**src/rtl/mdio_pkg.sv**
```systemverilog
package mdio_pkg;
  localparam int FRAME_BITS = 64;
  localparam int TA_POS     = 46;
  localparam int DATA_POS   = 48;
  localparam int OP_BIT     = 26;
  localparam int REG_LSB    = 21;
  localparam int PHY_LSB    = 16;
  localparam int BUSY_BIT   = 28;
  localparam int RVAL_BIT   = 27;

  typedef struct packed {
    logic        rd;
    logic [4:0]  phy;
    logic [4:0]  regn;
    logic [15:0] wdata;
  } mgmt_cmd_t;

  function automatic mgmt_cmd_t unpack_cmd(input logic [31:0] w);
    mgmt_cmd_t c;
    c.rd    = w[OP_BIT];
    c.regn  = w[REG_LSB +: 5];
    c.phy   = w[PHY_LSB +: 5];
    c.wdata = w[15:0];
    return c;
  endfunction

  function automatic logic [FRAME_BITS-1:0] build_frame(input mgmt_cmd_t c);
    logic [1:0]  op;
    logic [1:0]  ta;
    logic [15:0] d;
    op = c.rd ? 2'b10 : 2'b01;
    ta = c.rd ? 2'b00 : 2'b10;
    d  = c.rd ? 16'h0000 : c.wdata;
    return {32'hFFFF_FFFF, 2'b01, op, c.phy, c.regn, ta, d};
  endfunction
endpackage

```
**src/rtl/mdio_clkgen.sv**
```systemverilog
module mdio_clkgen #(
  parameter int HALF_W   = 8,
  parameter int DEF_HALF = 32
) (
  input  logic              clk,
  input  logic              rst_n,
  input  logic              start,
  input  logic              run,
  input  logic [HALF_W-1:0] half_in,
  output logic              mdc,
  output logic              rise_tick,
  output logic              fall_tick
);
  logic [HALF_W-1:0] half_q;
  logic [HALF_W-1:0] cnt;
  logic              wrap;

  assign wrap      = run && (cnt == half_q - 1'b1);
  assign rise_tick = wrap && !mdc;
  assign fall_tick = wrap && mdc;

  always_ff @(posedge clk or negedge rst_n) begin
    if (!rst_n) begin
      half_q <= HALF_W'(DEF_HALF);
      cnt    <= '0;
      mdc    <= 1'b0;
    end else if (start) begin
      half_q <= (half_in == '0) ? HALF_W'(DEF_HALF) : half_in;
      cnt    <= '0;
      mdc    <= 1'b0;
    end else if (run) begin
      if (wrap) begin
        cnt <= '0;
        mdc <= ~mdc;
      end else begin
        cnt <= cnt + 1'b1;
      end
    end else begin
      cnt <= '0;
      mdc <= 1'b0;
    end
  end
endmodule

```
**src/rtl/mdio_frame.sv**
```systemverilog
module mdio_frame
  import mdio_pkg::*;
(
  input  logic        clk,
  input  logic        rst_n,
  input  logic        start,
  input  mgmt_cmd_t   cmd,
  input  logic        rise_tick,
  input  logic        fall_tick,
  input  logic        mdio_i,
  output logic        busy,
  output logic        mdio_o,
  output logic        mdio_oe,
  output logic        rd_done,
  output logic [15:0] rd_value
);
  localparam int IDX_W = $clog2(FRAME_BITS);

  logic [FRAME_BITS-1:0] frame_q;
  logic [IDX_W-1:0]      idx;
  logic                  is_rd;
  logic [15:0]           shreg;
  logic                  last_bit;
  logic                  in_data;
  logic                  released;

  assign last_bit = (idx == IDX_W'(FRAME_BITS - 1));
  assign in_data  = (idx >= IDX_W'(DATA_POS));
  assign released = is_rd && (idx >= IDX_W'(TA_POS));

  assign mdio_o   = frame_q[FRAME_BITS-1];
  assign mdio_oe  = busy && !released;
  assign rd_done  = busy && is_rd && fall_tick && last_bit;
  assign rd_value = shreg;

  always_ff @(posedge clk or negedge rst_n) begin
    if (!rst_n) begin
      busy    <= 1'b0;
      frame_q <= '0;
      idx     <= '0;
      is_rd   <= 1'b0;
      shreg   <= '0;
    end else if (start) begin
      busy    <= 1'b1;
      frame_q <= build_frame(cmd);
      idx     <= '0;
      is_rd   <= cmd.rd;
    end else if (busy) begin
      if (rise_tick && is_rd && in_data) shreg <= {shreg[14:0], mdio_i};
      if (fall_tick) begin
        frame_q <= {frame_q[FRAME_BITS-2:0], 1'b0};
        if (last_bit) busy <= 1'b0;
        else          idx  <= idx + 1'b1;
      end
    end
  end
endmodule

```
**src/rtl/mdio_ctrl.sv**
```systemverilog
module mdio_ctrl
  import mdio_pkg::*;
#(
  parameter int HALF_W  = 8,
  parameter int DEF_DIV = 64
) (
  input  logic              clk,
  input  logic              rst_n,
  input  logic              cmd_wr,
  input  logic [31:0]       cmd_wdata,
  output logic [31:0]       stat_rdata,
  input  logic [HALF_W-1:0] mdc_half,
  output logic              mdc,
  output logic              mdio_o,
  output logic              mdio_oe,
  input  logic              mdio_i
);
  localparam int DEF_HALF = DEF_DIV / 2;

  logic        busy;
  logic        accept;
  logic        rise_tick;
  logic        fall_tick;
  logic        rd_done;
  logic [15:0] rd_value;
  logic        rvalid_q;
  logic [15:0] rd_data_q;
  mgmt_cmd_t   cmd;

  assign accept = cmd_wr && !busy;
  assign cmd    = unpack_cmd(cmd_wdata);

  mdio_clkgen #(.HALF_W(HALF_W), .DEF_HALF(DEF_HALF)) u_clkgen (
    .clk(clk), .rst_n(rst_n), .start(accept), .run(busy),
    .half_in(mdc_half), .mdc(mdc), .rise_tick(rise_tick), .fall_tick(fall_tick)
  );

  mdio_frame u_frame (
    .clk(clk), .rst_n(rst_n), .start(accept), .cmd(cmd),
    .rise_tick(rise_tick), .fall_tick(fall_tick), .mdio_i(mdio_i),
    .busy(busy), .mdio_o(mdio_o), .mdio_oe(mdio_oe),
    .rd_done(rd_done), .rd_value(rd_value)
  );

  always_ff @(posedge clk or negedge rst_n) begin
    if (!rst_n) begin
      rvalid_q  <= 1'b0;
      rd_data_q <= '0;
    end else if (accept) begin
      rvalid_q  <= 1'b0;
    end else if (rd_done) begin
      rvalid_q  <= 1'b1;
      rd_data_q <= rd_value;
    end
  end

  always_comb begin
    stat_rdata           = '0;
    stat_rdata[BUSY_BIT] = busy;
    stat_rdata[RVAL_BIT] = rvalid_q;
    stat_rdata[15:0]     = rd_data_q;
  end
endmodule

```
**config.mk**
```make
export PLATFORM = sky130hd
export DESIGN_NAME = mdio_ctrl
export DESIGN_NICKNAME = d
export VERILOG_FILES = /design/src/rtl/mdio_pkg.sv /design/src/rtl/mdio_clkgen.sv /design/src/rtl/mdio_frame.sv /design/src/rtl/mdio_ctrl.sv
export SDC_FILE = /design/constraint.sdc
export NUM_CORES = 1
export LEC_CHECK = 0
export ABC_AREA = 1
export BUFFER_PORTS_ARGS = -buffer_cell sky130_fd_sc_hd__buf_2
export CORE_ASPECT_RATIO = 1.75
export CORE_MARGIN = 2
export CORE_UTILIZATION = 45
export CTS_CLUSTER_DIAMETER = 30
export CTS_CLUSTER_SIZE = 40
export DETAILED_ROUTE_END_ITERATION = 8
export PLACE_DENSITY_LB_ADDON = 0.1
export SLEW_MARGIN = 30
export SYNTH_ARGS = -nofsm -noshare
export SYNTH_HDL_FRONTEND = slang
export SYNTH_HIERARCHICAL = 1
export SYNTH_SLANG_ARGS = --single-unit
export TNS_END_PERCENT = 5
```
**constraint.sdc**
```tcl
create_clock -name clk -period 4.9 [get_ports clk]
set_input_delay 0.98 -clock clk [delete_from_list [all_inputs] [get_ports clk]]
set_output_delay 0.98 -clock clk [all_outputs]
set_load 0.05 [all_outputs]
```
==> metrics.yaml <==
drt.antenna.violating_nets: 0
globalRouteOverflowTotal: 0
ys_ff_latch: 122
avgRoutedWirePerCell_um: 12.99
timing_max_transition_violations_final: 0
total_number_of_h_tree_levels: 4
floorplan.die_area_um2: 13970
met3_wirelength_um: 325
final_gp_congestion: 0.8256
dr_total_vias: 4512
setup_slack_ps: 1455
cpLargestDelayFamily: "simple AND/OR/NAND/NOR gates"
r2r_slack_ps: 1450
dp_cells: 875
synth_largest_area_cell: "dfrtp_1"
totalNegativeSetupSlack_ps: 0
clk_path_buf_depth: 2
root_buffer: "clkbuf_16"
via_per_inst: 4.975
routed_wirelength_mm: 11.78
post_synth_num_cell_types: 40
dp_hpwl_mm: 7.722
synth_enable_flop_cells: 0
worstHoldPathCells: 2
worst_setup_path_end_kind: "flop"
final_cell_mix: "nand2_1 (141), dfrtp_1 (121), nand3_1 (59), nor2_1 (59)"
grt_use_total: 0.1822
post_cts_buffers: 0
clock-sinks: 122
setup_violations: 0
crit_path_max_fanout: 48
relative_max_transition_margin: 0.4895
fmax_ghz: 0.2902
synth_top_family_by_area: "simple AND/OR/NAND/NOR gates"
postSynthCellCount: 676
drt-pass1-iter-count: 4
cp.arrival_ps: 3770
cellPowerDensity_nw_per_um2: 473.3
cts-buffers-inserted: 17
ir_drop_worst_case_vdd_uv: 251.8
drt_iter0_markers: 214
synth_area_leaders: "dfrtp_1 (52%), nand2_1 (9.0%), nand3_1 (5.0%)"
boundaryPins: 79
critPathBufInv: 3
synth_simple_gate_area_share: 0.2457
insertedDiodeCount: 0
finalWorstPathRequiredPeriod_ps: 3445
totalPowerFinal_mw: 3.178
post-synth-top-area-fraction: 0.5174
drive_gt1_frac: 0.1889
synth_flop_cell: "dfrtp_1"
synth_fa_ha_area_frac: 0.006414
final_min_period_over_clock_period: 0.7032
cap_viol_max_count: 0
clkSlewWorstSetupHoldPaths_ps: 50
grt_antenna_before_repair: 0
buffer_ports.inserted: 59
criticalPathCategory: "flop to flop"
rsz0062_at_grt: "false"
hold_path_startpoint: "rd_data_q[8]"
p_leak_nw: 3.337
design.final.nets: 770
multi_input_area_um2: 2267
min_to: "rd_data_q[8]"
reg2reg_to: "u_frame/frame_q[40]"
critical_path.max_stage_delay_ps: 510
setup.worst_path.start_class: "flop"
synth.avg_cell_area_um2: 8.657
final-hold-violation-count: 0
final_cells: 907
synth_xor_area_frac: 0.007483
syn_area_um2: 5852
placement.setup.worst_slack_ps: 1430
std_cell_rows: 55
grt_pass1_vias: 4504
initial_utilization: 0.4572
outcome: "finished, final reports clean"
die_height_um: 154.9
path_cells: "inv_2 -> ha_1 -> nand2_2 -> nor2_2 -> nand2_1 -> nand2_1 -> nand2_1 -> nand2_1 -> nand2_2 -> nor2_4 -> nand2_4 -> nor2_1 -> nand2_2 -> buf_4 -> nand2_2 -> buf_4 -> o21ai_0 -> o21ai_0"
layout_commonest_cell: "nand2_1"
synthMuxAreaShare: 0
hold_class: "flop to flop"
slowest_stage: "nand2_2"
clock_insertion_delay_worst_skew_ps: 410
postSynth.asyncResetShare: 1.000
final.setup_skew_ps: 8.175
synth_seq_area_share: 0.5219
r2r_start: "u_clkgen/half_q[0]"
dieWidth_um: 90.20
tightestPinTransition_ps: 765.7
fillCellCount: 1269
grt_max_degree: 74
area_delta_synth_final_pct: 14.73
tritoncts_clock_tree: "done"
routed.top_layer: "met4"
synthesis.yosys.warnings: 6
fp.coreArea_um2: 12800
wl_met1_mm: 5.095
cp_data_required_time_ps: 5230
met2_length_mm: 6.205
ctsResizeCount: 0
synth-compound-area-share: 0.1189
final-seq-area_um2: 3054
worstRegToRegCells: 18
detail_route.drc_violations: 0
first_pass_grt_wire_length_mm: 20.68
post_cts_hold_buffer_count: 0
==> routing by layer <==
metal / GRT usage / vias to the layer above
met5: 0 / -
met4: 0.07473 / 0
met3: 0.04262 / 13
met2: 0.3215 / 71
met1: 0.2131 / 2155
li1: - / 2273
==> worst max path at each step <==
stage	start	end	slack (ps)	cells after the start
finish	u_clkgen/half_q[0]	u_frame/frame_q[40]	1450	18
global route	u_clkgen/half_q[1]	u_frame/frame_q[40]	1100	18
CTS	u_clkgen/half_q[0]	u_frame/frame_q[40]	1420	18
detailed placement	u_clkgen/half_q[0]	u_frame/frame_q[40]	1430	18
global placement	u_clkgen/half_q[0]	u_frame/frame_q[40]	1480	18
floorplan	u_frame/idx[4]	mdio_oe	2180	3
==> final cells by class <==
type                    count  share of cell area
repair buffers             65             0.05293
flip-flops and latches    122              0.4549
clock buffers              20             0.06653
multi-input cells         450              0.3377
clock inverters            12             0.01864
well taps                 171             0.03187
inverters                  67             0.03746
==> flip-flops by register name, summed over array words and instances, names as in the netlist <==
signal            cells
rd_data_q            16
u_frame/frame_q      64
u_frame/rd_value     16
u_frame/idx           6
u_clkgen/cnt          8
u_frame/busy          1
u_clkgen/half_q       8
u_clkgen/mdc          1
rvalid_q              1
u_frame/is_rd         1
==> metrics by stage <==
step | area, um^2 | util | hold WS, ps
final | 6714 | 0.5245 | 462.6
after global routing | 6714 | 0.5245 | 497.4
after CTS | 6714 | 0.5245 | 467.7
after detailed placement | 6142 | 0.4799 | 454.0
after global placement | 6135 | 0.4793 | 452.4
after floorplan | 5901 | - | 450.2
==> logic make-up (layout without fill, tap and decap cells) <==
kind of cell             after synthesis  count (layout)
adder cells (fa/ha/maj)                3               3
AND/OR/NAND/NOR                      307             307
AO/OA/AOI/OAI                        121             121
XOR/XNOR                               5               5
other                                  1              14
flip-flops                           122             122
buffers and inverters                117             164
==> tightest hold or removal path: stages, from the launching register on <==
cell and delay, ps:
dfrtp_1 340, nand2_1 50, nand2_1 40
==> synth_stat cells (3+ instances only) <==
master      n
nand2_2     6
nand4_1     6
buf_6       5
nor3_2      3
o21ai_0    56
o211ai_1   12
nor2_4      3
a31oi_1    17
ha_1        3
inv_1      59
dfrtp_1   121
xor2_1      3
clkbuf_1    5
buf_4      21
nand2_1   141
nor2_2     13
inv_2       6
buf_2      19
nor2_1     59
a21oi_1    18
o21ai_1    12
nor3_1      6
nand3_1    59
==> where the power goes <==
part	internal [mW]	switching, mW	total (mW)	leakage (nW)
clock	0.757	0.442	1.20	0.276
combinational	0.230	0.411	0.641	1.63
sequential	1.21	0.124	1.34	1.43
total	2.20	0.977	3.18	3.34
Power figures use the tool's default switching activity.
